==> config.mk <==
export PLATFORM = sky130hd
export DESIGN_NAME = pn_code_gen
export DESIGN_NICKNAME = d
export VERILOG_FILES = /design/src/rtl/pn_code_pkg.sv /design/src/rtl/pn_slip_gate.sv /design/src/rtl/pn_lfsr_core.sv /design/src/rtl/pn_epoch_mark.sv /design/src/rtl/pn_code_gen.sv
export SDC_FILE = /design/constraint.sdc
export NUM_CORES = 1
export LEC_CHECK = 0
export BUFFER_PORTS_ARGS = -buffer_cell sky130_fd_sc_hd__buf_2
export CELL_PAD_IN_SITES_DETAIL_PLACEMENT = 0
export CELL_PAD_IN_SITES_GLOBAL_PLACEMENT = 1
export CORE_AREA = 2 2 39 41
export DETAILED_ROUTE_END_ITERATION = 16
export DIE_AREA = 0 0 41 43
export PLACE_DENSITY = 0.49
export RECOVER_POWER = 25
export SLEW_MARGIN = 20
export SYNTH_ARGS = -nofsm -noshare
export SYNTH_HDL_FRONTEND = slang
export SYNTH_HIERARCHICAL = 1
export SYNTH_SLANG_ARGS = --single-unit
==> constraint.sdc <==
create_clock -name clk -period 2.55 [get_ports clk]
set_input_delay 0.51 -clock clk [delete_from_list [all_inputs] [get_ports clk]]
set_output_delay 0.51 -clock clk [all_outputs]
set_load 0.01 [all_outputs]
==> src/rtl/pn_code_pkg.sv <==
package pn_code_pkg;

   typedef enum logic [0:0] {
      SLIP_LEVEL = 1'b0,
      SLIP_EDGE  = 1'b1
   } slip_mode_e;

   localparam int MIN_WIDTH = 2;
   localparam int MAX_WIDTH = 24;

   function automatic int seq_period(input int width);
      return (1 << width) - 1;
   endfunction

endpackage

==> src/rtl/pn_slip_gate.sv <==
module pn_slip_gate
   import pn_code_pkg::*;
#(
   parameter slip_mode_e SLIP_MODE = SLIP_LEVEL
) (
   input  logic clk,
   input  logic rst_n,
   input  logic slip_en,
   input  logic slip_req,
   input  logic lockup,
   output logic hold
);

   logic take;

   generate
      if (SLIP_MODE == SLIP_EDGE) begin : g_edge
         logic req_q;
         always_ff @(posedge clk or negedge rst_n) begin
            if (!rst_n) req_q <= 1'b0;
            else        req_q <= slip_req;
         end
         assign take = slip_en & slip_req & ~req_q;
      end else begin : g_level
         assign take = slip_en & slip_req;
      end
   endgenerate

   assign hold = take & ~lockup;

endmodule

==> src/rtl/pn_lfsr_core.sv <==
module pn_lfsr_core #(
   parameter int                 WIDTH    = 6,
   parameter logic [WIDTH-1:0]   TAP_MASK = 6'b110000
) (
   input  logic             clk,
   input  logic             rst_n,
   input  logic             hold,
   output logic [WIDTH-1:0] state,
   output logic             lockup
);

   logic             fb;
   logic [WIDTH-1:0] state_d;

   assign lockup  = (state == '0);
   assign fb      = lockup | (^(state & TAP_MASK));
   assign state_d = hold ? state : {state[WIDTH-2:0], fb};

   always_ff @(posedge clk or negedge rst_n) begin
      if (!rst_n) state <= '0;
      else        state <= state_d;
   end

endmodule

==> src/rtl/pn_epoch_mark.sv <==
module pn_epoch_mark #(
   parameter int               WIDTH      = 6,
   parameter logic [WIDTH-1:0] MARK_STATE = '1
) (
   input  logic [WIDTH-1:0] state,
   output logic             mark
);

   assign mark = (state == MARK_STATE);

endmodule

==> src/rtl/pn_code_gen.sv <==
module pn_code_gen
   import pn_code_pkg::*;
#(
   parameter int               WIDTH      = 6,
   parameter logic [WIDTH-1:0] TAP_MASK   = 6'b110000,
   parameter logic [WIDTH-1:0] MARK_STATE = '1,
   parameter slip_mode_e       SLIP_MODE  = SLIP_LEVEL
) (
   input  logic clk,
   input  logic rst_n,
   input  logic slip_en,
   input  logic slip_req,
   output logic chip,
   output logic epoch
);

   generate
      if (WIDTH < MIN_WIDTH || WIDTH > MAX_WIDTH) begin : g_bad_width
         $error("pn_code_gen: WIDTH out of range");
      end
      if (!TAP_MASK[WIDTH-1]) begin : g_bad_taps
         $error("pn_code_gen: top tap must be set");
      end
      if (MARK_STATE == '0) begin : g_bad_mark
         $error("pn_code_gen: marker cannot be the lockup state");
      end
   endgenerate

   logic [WIDTH-1:0] lfsr_q;
   logic             lockup;
   logic             hold;

   pn_slip_gate #(.SLIP_MODE(SLIP_MODE)) u_gate (
      .clk      (clk),
      .rst_n    (rst_n),
      .slip_en  (slip_en),
      .slip_req (slip_req),
      .lockup   (lockup),
      .hold     (hold)
   );

   pn_lfsr_core #(.WIDTH(WIDTH), .TAP_MASK(TAP_MASK)) u_core (
      .clk    (clk),
      .rst_n  (rst_n),
      .hold   (hold),
      .state  (lfsr_q),
      .lockup (lockup)
   );

   pn_epoch_mark #(.WIDTH(WIDTH), .MARK_STATE(MARK_STATE)) u_mark (
      .state (lfsr_q),
      .mark  (epoch)
   );

   assign chip = lfsr_q[WIDTH-1];

endmodule

# Word level (Yosys, flattened, before mapping)
# Cells that the tools add are included.
[word_totals] regBits=6 out_inout_bits=2 wordCells=8
[classes] bitwise_logic=4 n_reduce_logical=2 eq_ne=1
[ops] op="== test 6 bit, second input constant" count=1
[ops] op="zero test 6 bit" count=1
[ops] op="parity 6 bit" count=1
[ops] op="bitwise AND 1 bit" count=2
[ops] op="inverter 1 bit" count=1
[ops] op="OR 1 bit" count=1

# Logic depth before layout (Yosys ltp)
# Gate-level depths: netlist of the first run.
[logic_depth] ltp_word=3 depth_mapped=7 ltp_nobuf=6

# Hierarchy
# Netlist of the first run, hierarchy kept.
[by_module_without_submodules] module="pn_lfsr_core" area_per_inst_um2=275.3 instances=1 cells_per_inst=21 seq_area_each_um2=150.1
[by_module_without_submodules] module="pn_epoch_mark" area_per_inst_um2=13.8 instances=1 cells_per_inst=3 seq_area_each_um2=0.0
[by_module_without_submodules] module="pn_slip_gate" area_per_inst_um2=8.8 instances=1 cells_per_inst=1 seq_area_each_um2=0.0

# Worst setup path before layout of the first run
# No wires, ideal clock.
[synth_timing] path_type="reg-to-reg" startpoint="register u_core.state[5]" endpoint="register u_core.state[1]" t_required_ns=2.425 synth_period_minus_slack_ns=1.517 path_slack_ns=1.033 stages_incl_launch_ff=7 t_arrival_ns=1.392 setup_time_ns=0.125 cell_sequence="dfrtp_1 -> inv_1 -> ha_1 -> and2_1 -> and3b_1 -> buf_6 -> mux2_2"
[synth_between] elab_chain_len=3
[synth_lines] element="start, declared" line_no="pn_lfsr_core.sv:8" rtl="output logic [WIDTH-1:0] state,"
[synth_lines] element="start signal, assigned" line_no="pn_lfsr_core.sv:21" rtl="else state <= state_d;"
[synth_lines] element="zero test 6 bit" line_no="pn_lfsr_core.sv:15" rtl="assign lockup = (state == '0);"
[synth_lines] element="named net lockup" line_no="pn_code_gen.sv:30" rtl="logic lockup;"
[synth_lines] element="inverter 1 bit" line_no="pn_slip_gate.sv:29" rtl="assign hold = take & ~lockup;"
[synth_lines] element="bitwise AND 1 bit" line_no="pn_slip_gate.sv:29"
[synth_lines] element="named net hold" line_no="pn_code_gen.sv:31" rtl="logic hold;"
# The timed path passes the listed nets, and every way through them passes these cells.
# A chain may end at the register's enable or synchronous reset.

# Final worst setup path of the first run
[layout_timing] startpoint="register u_core.state[4]" endpoint="register u_core.state[4]"
# The elaborated chain is that of the path after synthesis.

==> results of run 1 <==
area by class of cell:
type,instances,share of cell area [%]
Tap cell,16,5.67
Timing Repair Buffer,5,6.74
Clock buffer,3,6.38
Inverter,2,2.13
Multi-Input combinational cell,16,36.5
Sequential cell,6,42.6
cells by family (layout without fill, tap and decap cells):
group,count (synthesis),count (layout),share of synthesized area (%)
simple gates,8,8,16.4
buf+inv,3,10,6.30
flops,6,6,50.4
fa+ha+maj,1,1,4.20
compound gates,2,2,4.20
mux,5,5,18.5
cell usage in the layout, fill, tap and decap left out:
cell and n:
inv_1 2, clkbuf_1 1, nand4_1 1, ha_1 1, and2_1 1, dfrtp_1 6
clkbuf_4 3, mux2_2 4, nand2_1 2, o31ai_1 1, nor4_1 1, nor2_1 1
mux2i_1 1, o21ai_0 1, and3b_1 1, or4b_1 1, buf_2 4
worst max path at each step:
stage | from | endpoint | cells after the start
3_3_place_gp | u_core/state[5]$_DFFE_PN0N_ | u_core/state[3]$_DFFE_PN0N_ | 5
4_1_cts | u_core/state[4]$_DFFE_PN0N_ | u_core/state[4]$_DFFE_PN0N_ | 5
6_report | u_core/state[4]$_DFFE_PN0N_ | u_core/state[4]$_DFFE_PN0N_ | 5
2_1_floorplan | u_core/state[5]$_DFFE_PN0N_ | u_core/state[1]$_DFFE_PN0N_ | 6
5_1_grt | u_core/state[4]$_DFFE_PN0N_ | u_core/state[4]$_DFFE_PN0N_ | 5
3_5_place_dp | u_core/state[4]$_DFFE_PN0N_ | u_core/state[4]$_DFFE_PN0N_ | 5
stage by stage:
step,cells,instance area [sq um],worst slack (ps)
after floorplan,25,298,1030
after global placement,45,332,923
after detailed placement,45,332,901
after CTS,48,354,896
after global routing,48,353,827
final,48,353,910
where the power goes:
group	total [W]	switching, W	leakage [nW]	internal (W)
Clock	0.0000809	0.0000281	0.0138	0.0000528
Combinational	0.000116	0.0000519	0.0732	0.0000644
Sequential	0.000196	0.0000506	0.0703	0.000145
worst max-delay path: stages (launching register included):
cell     delay, ps
dfrtp_1        360
inv_1           70
ha_1           200
and2_1         130
and3b_1        390
mux2_2         380
routing by layer:
metal / track usage (%) / share of wire [%] / up-vias
li1: - / - / 104
met1: 7.62 / 44 / 95
met2: 10.3 / 48 / 4
met3: 3.14 / 5.7 / 2
met4: 8.00 / 1.7 / 0
met5: 0 / 0 / -
==> impl_metrics.tcl, run 1 <==
set metrics [dict create \
    worstPathRequired_ps 2660 \
    ys_seq_area_share_pct 50.4 \
    grt_pass1_vias 214 \
    tns_ps 0 \
    cts_setup_buffers 0 \
    regMostFlops "u_core/state" \
    reg2reg_from "u_core/state[4]$_DFFE_PN0N_" \
    drtIter0Drc 2 \
    start_util_pct 21.5 \
    synth_top_area_share_pct 50.4 \
    final-seq-area_sq_um 150 \
    holdCritPathClass "in -> async" \
    synth_ff_type "dfrtp_1" \
    wire_per_inst_um 9.85 \
    dp_hpwl_um 397 \
    antenna_found_initial 0 \
    total_power_w 0.000393 \
    synth_area_leader_cell "dfrtp_1" \
    crit_fanout 8 \
    ios 6 \
    clockBufferDepth 2 \
    reg.largest.list "u_core/state: 6 flops" \
    leakagePower_nw 0.157 \
    cp.arrival_ps 1750 \
    netlist_area_sq_um 298 \
    ir_drop_v 0.000429 \
    largest_register_ffs 6 \
    drc_errors 0 \
    reg2regPathDepth 5 \
    finalCriticalPeriod_ps 1640 \
    areaGrowthSynthToFinish_pct 18.5 \
    rows 14 \
    synthArstFlopShare_pct 100 \
    coreArea_sq_um 1380 \
    r2r-end "u_core/state[4]$_DFFE_PN0N_" \
    worstSetupPathType "reg -> reg" \
    numCtsBuffers 3 \
    status "finished, final reports clean" \
    cts-root-buf "clkbuf_4" \
    die_w_um 41 \
    crit_path_start_kind "flop" \
    die_h_um 43 \
    cap_violations 0 \
    hold_viol_final 0 \
    synth_nets 30 \
    grt_pass1_wl_um 821 \
    drive_gt1_share_pct 34.4 \
    via_count 205 \
    hold_buffers 0 \
    slew_headroom_pct 79.4 \
    grtUsageTotal_pct 7.50 \
    htree_num_levels 1 \
    rsz0062_at_grt "false" \
    drt_pass1_iterations 4 \
    crit_path_end_kind "flop" \
    n_antenna_cell 0 \
    postLayoutCoreUtil_pct 25.5 \
    grt_max_degree 9 \
    synth_cell_types 15 \
    fin_crit_sh_pct 64.3 \
    regToRegSetupSlack_ps 910 \
    maxSlewViolCount 0 \
    synth_seq_cells 6 \
    die_area_sq_um 1760 \
    synthTopCellsByArea "dfrtp_1, mux2_2, ha_1" \
    grt_overflow_total 0 \
    synth_cells 25 \
    netlist_top_cells_count "dfrtp_1, mux2_2, inv_1, nand2_1" \
    multiInputGateArea_sq_um 129 \
    synth_area_per_cell_sq_um 11.9 \
    whs_ps 127 \
    pwr_density_cell_nw_per_um2 1110 \
    max_freq_mhz 610 \
    post_cts_resized 0 \
    synth_enable_flop_cells 0 \
    path_clk_slew_ps 40 \
    routed_wl_um 473 \
    cts_tree "done" \
    cts_sinks 6 \
    tightest_slew_ps 309 \
    via_per_inst 4.27 \
    io_buffers 5 \
    final_antenna_net_count 0 \
    gp_congestion 0.659 \
    yosysWarnings 6 \
    fin_skew_ps 5.72 \
    insertion_delay_ps 230 \
    yosysMostFrequentCell "dfrtp_1" \
    num-fill-cells 146 \
    final_nets 39 \
    setup_violations 0 \
]
No activity file was read; power rests on OpenSTA's default activity.
==> inputs of run 2 (changes only) <==
--- a/config.mk
+++ b/config.mk
@@ -11,7 +11,7 @@
 export CORE_AREA = 2 2 39 41
 export DETAILED_ROUTE_END_ITERATION = 16
 export DIE_AREA = 0 0 41 43
-export PLACE_DENSITY = 0.49
+export PLACE_DENSITY = 0.5
 export RECOVER_POWER = 25
 export SLEW_MARGIN = 20
 export SYNTH_ARGS = -nofsm -noshare
==> constraint.sdc (replaced) <==
create_clock -name clk -period 1.39 [get_ports clk]
set_input_delay 0.278 -clock clk [delete_from_list [all_inputs] [get_ports clk]]
set_output_delay 0.278 -clock clk [all_outputs]
set_load 0.01 [all_outputs]
==> impl_metrics.tcl, run 2 (synthesis results as in run 1) <==
set metrics [dict create \
    drc_errors 0 \
    coreArea_sq_um 1380 \
    crit_path_end_kind "flop" \
    drtIter0Drc 0 \
    start_util_pct 21.5 \
    worstPathRequired_ps 1510 \
    maxSlewViolCount 0 \
    path_clk_slew_ps 50 \
    leakagePower_nw 0.209 \
    status "finished with violations" \
    crit_path_start_kind "flop" \
    cp.arrival_ps 1670 \
    wire_per_inst_um 12.0 \
    mostFrequentLayoutCells "buf_4, dfrtp_1, buf_2, mux2_4, clkbuf_4" \
    via_count 244 \
    multiInputGateArea_sq_um 164 \
    setup_violations 7 \
    die_w_um 41 \
    crit_fanout 8 \
    drt_pass1_iterations 1 \
    areaGrowthSynthToFinish_pct 51.3 \
    cts_tree "done" \
    grt_pass1_wl_um 1100 \
    antenna_found_initial 0 \
    hold_viol_final 0 \
    die_area_sq_um 1760 \
    grt_max_degree 9 \
    reg.largest.list "u_core/state: 6 flops" \
    grt_pass1_vias 277 \
    slew_headroom_pct 76.8 \
    dp.cells 50 \
    final_antenna_net_count 0 \
    finalCriticalPeriod_ps 1550 \
    n_antenna_cell 0 \
    grtUsageTotal_pct 9.77 \
    via_per_inst 4.36 \
    insertion_delay_ps 240 \
    max_freq_mhz 645 \
    tightest_slew_ps 348 \
    die_h_um 43 \
    final-seq-area_sq_um 150 \
    largest_register_ffs 6 \
    gp_congestion 0.668 \
    num-fill-cells 152 \
    stdcell_count 56 \
    whs_ps 460 \
    rows 14 \
    regMostFlops "u_core/state" \
    final_common_cell "buf_4" \
    final_nets 47 \
    htree_num_levels 1 \
    drive_gt1_share_pct 57.5 \
    cap_violations 0 \
    fin_crit_sh_pct 112 \
    holdCritPathClass "in -> async" \
    grt_overflow_total 0 \
    setup_ws_ps -160 \
    numCtsBuffers 3 \
    worstSetupPathType "reg -> reg" \
    dp_hpwl_um 454 \
    rsz0062_at_grt "true" \
    pwr_density_cell_nw_per_um2 2190 \
    ir_drop_v 0.000435 \
    cts-root-buf "clkbuf_4" \
    clockBufferDepth 2 \
    ios 6 \
    routed_wl_um 670 \
    io_buffers 5 \
    fin_skew_ps 0.767 \
    cts_sinks 6 \
    violations "setup timing" \
]
==> run 2: per-layer routing <==
metal	vias up	share of wire, %	GRT usage, %
met5	-	0	0
met1	118	48	11.7
met3	0	4.5	4.71
met2	4	47	12.5
met4	0	0	8.00
li1	122	-	-
==> run 2: layout make-up <==
| class | instances | area share, % |
|---|---|---|
| Tap cell | 16 | 4.44 |
| Timing Repair Buffer | 13 | 19.2 |
| Sequential cell | 6 | 33.3 |
| Clock buffer | 3 | 5.00 |
| Inverter | 2 | 1.67 |
| Multi-Input combinational cell | 16 | 36.4 |
==> run 2: path summary, 6_finish.rpt <==
| kind | slack [ps] | depth (start not counted) | startpoint | end |
|---|---|---|---|---|
| setup / recovery | -160 | 4 | u_core/state[1]$_DFFE_PN0N_ | u_core/state[2]$_DFFE_PN0N_ |
| hold / removal | 460 | 2 | rst_n | u_core/state[3]$_DFFE_PN0N_ |
| setup reg to reg | -160 | 4 | u_core/state[1]$_DFFE_PN0N_ | u_core/state[2]$_DFFE_PN0N_ |
| hold reg to reg | 590 | 2 | u_core/state[4]$_DFFE_PN0N_ | u_core/state[5]$_DFFE_PN0N_ |
| max in group asynchronous | 680 | 2 | rst_n | u_core/state[2]$_DFFE_PN0N_ |
| min in group clk | 570 | 3 | slip_en | u_core/state[0]$_DFFE_PN0N_ |
==> run 2: per-stage QoR <==
step | util (%) | setup WS [ps] | power [W] | area (sq um) | TNS, ps
after floorplan | - | -97.8 | 0.000551 | 315 | -446
after global placement | 27.9 | -251 | 0.000735 | 387 | -1280
after detailed placement | 27.9 | -272 | 0.000735 | 387 | -1350
after CTS | 31.6 | -110 | 0.000961 | 438 | -536
after global routing | 32.5 | -235 | 0.00107 | 450 | -1290
final | 32.5 | -160 | 0.000989 | 450 | -739
==> run 2: where the power goes <==
part | switching (W) | internal (W)
logic | 0.000195 | 0.000300
registers | 0.0000664 | 0.000266
clock network | 0.0000634 | 0.0000977
==> run 2: repair_timing <==
action,CTS,global route
hold buffers,1,0
endpoints found under the setup margin,6,6
buffers inserted,1,1
pin swaps,0,2
gates resized for setup,4,1
cloned,0,0
hold endpoints to repair,6,0
==> run 2: critical path, stage by stage, from the launching register on <==
cell,delay [ps]
dfrtp_1,380
nor4_2,280
and2_1,160
and3b_2,290
mux2_4,320
==> inputs of run 3 (changes only) <==
--- a/config.mk
+++ b/config.mk
@@ -5,13 +5,14 @@
 export SDC_FILE = /design/constraint.sdc
 export NUM_CORES = 1
 export LEC_CHECK = 0
+export ABC_AREA = 1
 export BUFFER_PORTS_ARGS = -buffer_cell sky130_fd_sc_hd__buf_2
 export CELL_PAD_IN_SITES_DETAIL_PLACEMENT = 0
 export CELL_PAD_IN_SITES_GLOBAL_PLACEMENT = 1
 export CORE_AREA = 2 2 39 41
 export DETAILED_ROUTE_END_ITERATION = 16
 export DIE_AREA = 0 0 41 43
-export PLACE_DENSITY = 0.5
+export PLACE_DENSITY = 0.53
 export RECOVER_POWER = 25
 export SLEW_MARGIN = 20
 export SYNTH_ARGS = -nofsm -noshare
==> impl_metrics.tcl, run 3 <==
set metrics [dict create \
    status "finished, final reports clean" \
    grt_max_degree 7 \
    n_antenna_cell 0 \
    gp_congestion 0.664 \
    worst-path-buf-inv 3 \
    mostFrequentLayoutCells "nand2_1, dfrtp_1" \
    hold_viol_final 0 \
    cap_violations 0 \
    die_area_sq_um 1760 \
    worstPathRequired_ps 1110 \
    drt_pass1_iterations 3 \
    synth_seq_cells 6 \
    grt_pass1_vias 290 \
    drive_gt1_share_pct 38.5 \
    rsz0062_at_grt "false" \
    rows 14 \
    largest_register_ffs 6 \
    synthArstFlopShare_pct 100 \
    grtUsageTotal_pct 9.18 \
    tns_ps 0 \
    final_nets 59 \
    path_clk_slew_ps 50 \
    cts_tree "done" \
    dp_hpwl_um 464 \
    final_common_cell "nand2_1" \
    ir_drop_v 0.000644 \
    worst_path_max_delay_cell "dfrtp_1" \
    synthTopCellsByArea "dfrtp_1, nand2_1, inv_1" \
    synth_nets 43 \
    slew_headroom_pct 77.9 \
    crit_path_end_kind "primary output" \
    tightest_slew_ps 332 \
    synth_cell_types 12 \
    areaGrowthSynthToFinish_pct 43.2 \
    cp.arrival_ps 1040 \
    pre_cts_ws_ps 100 \
    synth_area_per_cell_sq_um 7.77 \
    path_delay_family "flip-flops" \
    cts_sinks 6 \
    start_util_pct 21.3 \
    synth_top_area_share_pct 50.8 \
    yosysWarnings 6 \
    drtIter0Drc 1 \
    clockBufferDepth 2 \
    holdCritPathClass "in -> async" \
    leakagePower_nw 0.226 \
    coreArea_sq_um 1380 \
    max_freq_mhz 761 \
    ios 6 \
    cp_cell_sequence "buf_6, nand2_2, inv_2, nand2_2, nor2_2, buf_2" \
    netlist_area_sq_um 295 \
    synth_area_leader_cell "dfrtp_1" \
    path_common_cell "nand2_2" \
    regMostFlops "u_core/state" \
    fin_skew_ps 3.29 \
    die_w_um 41 \
    yosysMostFrequentCell "nand2_1" \
    pwr_density_cell_nw_per_um2 1880 \
    wire_per_inst_um 8.41 \
    crit_fanout 3 \
    maxSlewViolCount 0 \
    setup_violations 0 \
    setup_ws_ps 76.6 \
    finalCriticalPeriod_ps 1310 \
    total_power_w 0.000795 \
    reg.largest.list "u_core/state: 6 flops" \
    via_count 267 \
    io_buffers 5 \
    ys_seq_area_share_pct 50.8 \
    routed_wl_um 572 \
    antenna_found_initial 0 \
    stdcell_count 68 \
    final_antenna_net_count 0 \
    numCtsBuffers 3 \
    netlist_top_cells_count "nand2_1, dfrtp_1, inv_1" \
    htree_num_levels 1 \
    cts-root-buf "clkbuf_4" \
    synth_ff_type "dfrtp_1" \
    grt_overflow_total 0 \
    cp_slowest_stage_delay_ps 380 \
    fin_crit_sh_pct 94.5 \
    dp.cells 63 \
    synth_cells 38 \
    worstSetupPathType "reg -> out" \
    insertion_delay_ps 240 \
    crit_path_start_kind "flop" \
    synth_enable_flop_cells 0 \
    die_h_um 43 \
    via_per_inst 3.93 \
    grt_pass1_wl_um 1060 \
    drc_errors 0 \
]
-- run 3: worst paths after layout --
kind,startpoint,to,depth (start not counted),slack [ps]
min,rst_n,u_core/state[0]$_DFFE_PN0N_,2,450
max,u_core/state[5]$_DFFE_PN0N_,epoch,6,80
max in group asynchronous,rst_n,u_core/state[3]$_DFFE_PN0N_,2,690
min reg2reg,u_core/state[3]$_DFFE_PN0N_,u_core/state[3]$_DFFE_PN0N_,2,530
min in group clk,slip_req,u_core/state[0]$_DFFE_PN0N_,5,470
max reg2reg,u_core/state[4]$_DFFE_PN0N_,u_core/state[0]$_DFFE_PN0N_,8,160
-- run 3: where the power goes --
group	internal [W]	switching [W]	total, W
clock	0.0000977	0.0000634	0.000161
combinational	0.000155	0.000154	0.000309
sequential	0.000257	0.0000676	0.000325
total	0.000510	0.000285	0.000795
-- run 3: area by class of cell --
cell class	count	area (sq um)
multi-input cells	25	129
inverters	7	26.3
flip-flops and latches	6	150
clock buffers	3	22.5
well taps	16	20.0
fillers	163	961
repair buffers	11	75.1
-- run 3: cell families after synthesis --
family / synth area share, %
and+or+nand+nor: 26.3
buffers and inverters: 8.90
DFF: 50.8
AOI/OAI and AO/OA: 9.74
adders and majority gates: 4.24
-- run 3: per-stage QoR --
step / hold WS (ps) / area, sq um / util, %
detailed placement: 112 / 370 / 26.8
floorplan: -17.6 / 295 / -
global route: 488 / 423 / 30.6
finish: 450 / 423 / 30.6
global placement: 114 / 370 / 26.8
CTS: 394 / 403 / 29.1
-- run 3: metal layers --
metal / up-vias / wire, um / GRT usage, %
li1: 143 / - / -
met1: 116 / 277 / 11.1
met2: 6 / 246 / 13.1
met3: 2 / 29 / 3.14
met4: 0 / 19 / 6.00
met5: - / 0 / 0
-- run 3: repair_timing --
action	in CTS	in global routing
endpoints found under the hold margin	6	0
hold buffers	1	0
gates resized for setup	0	6
setup buffers	0	1
setup endpoints to repair	0	7
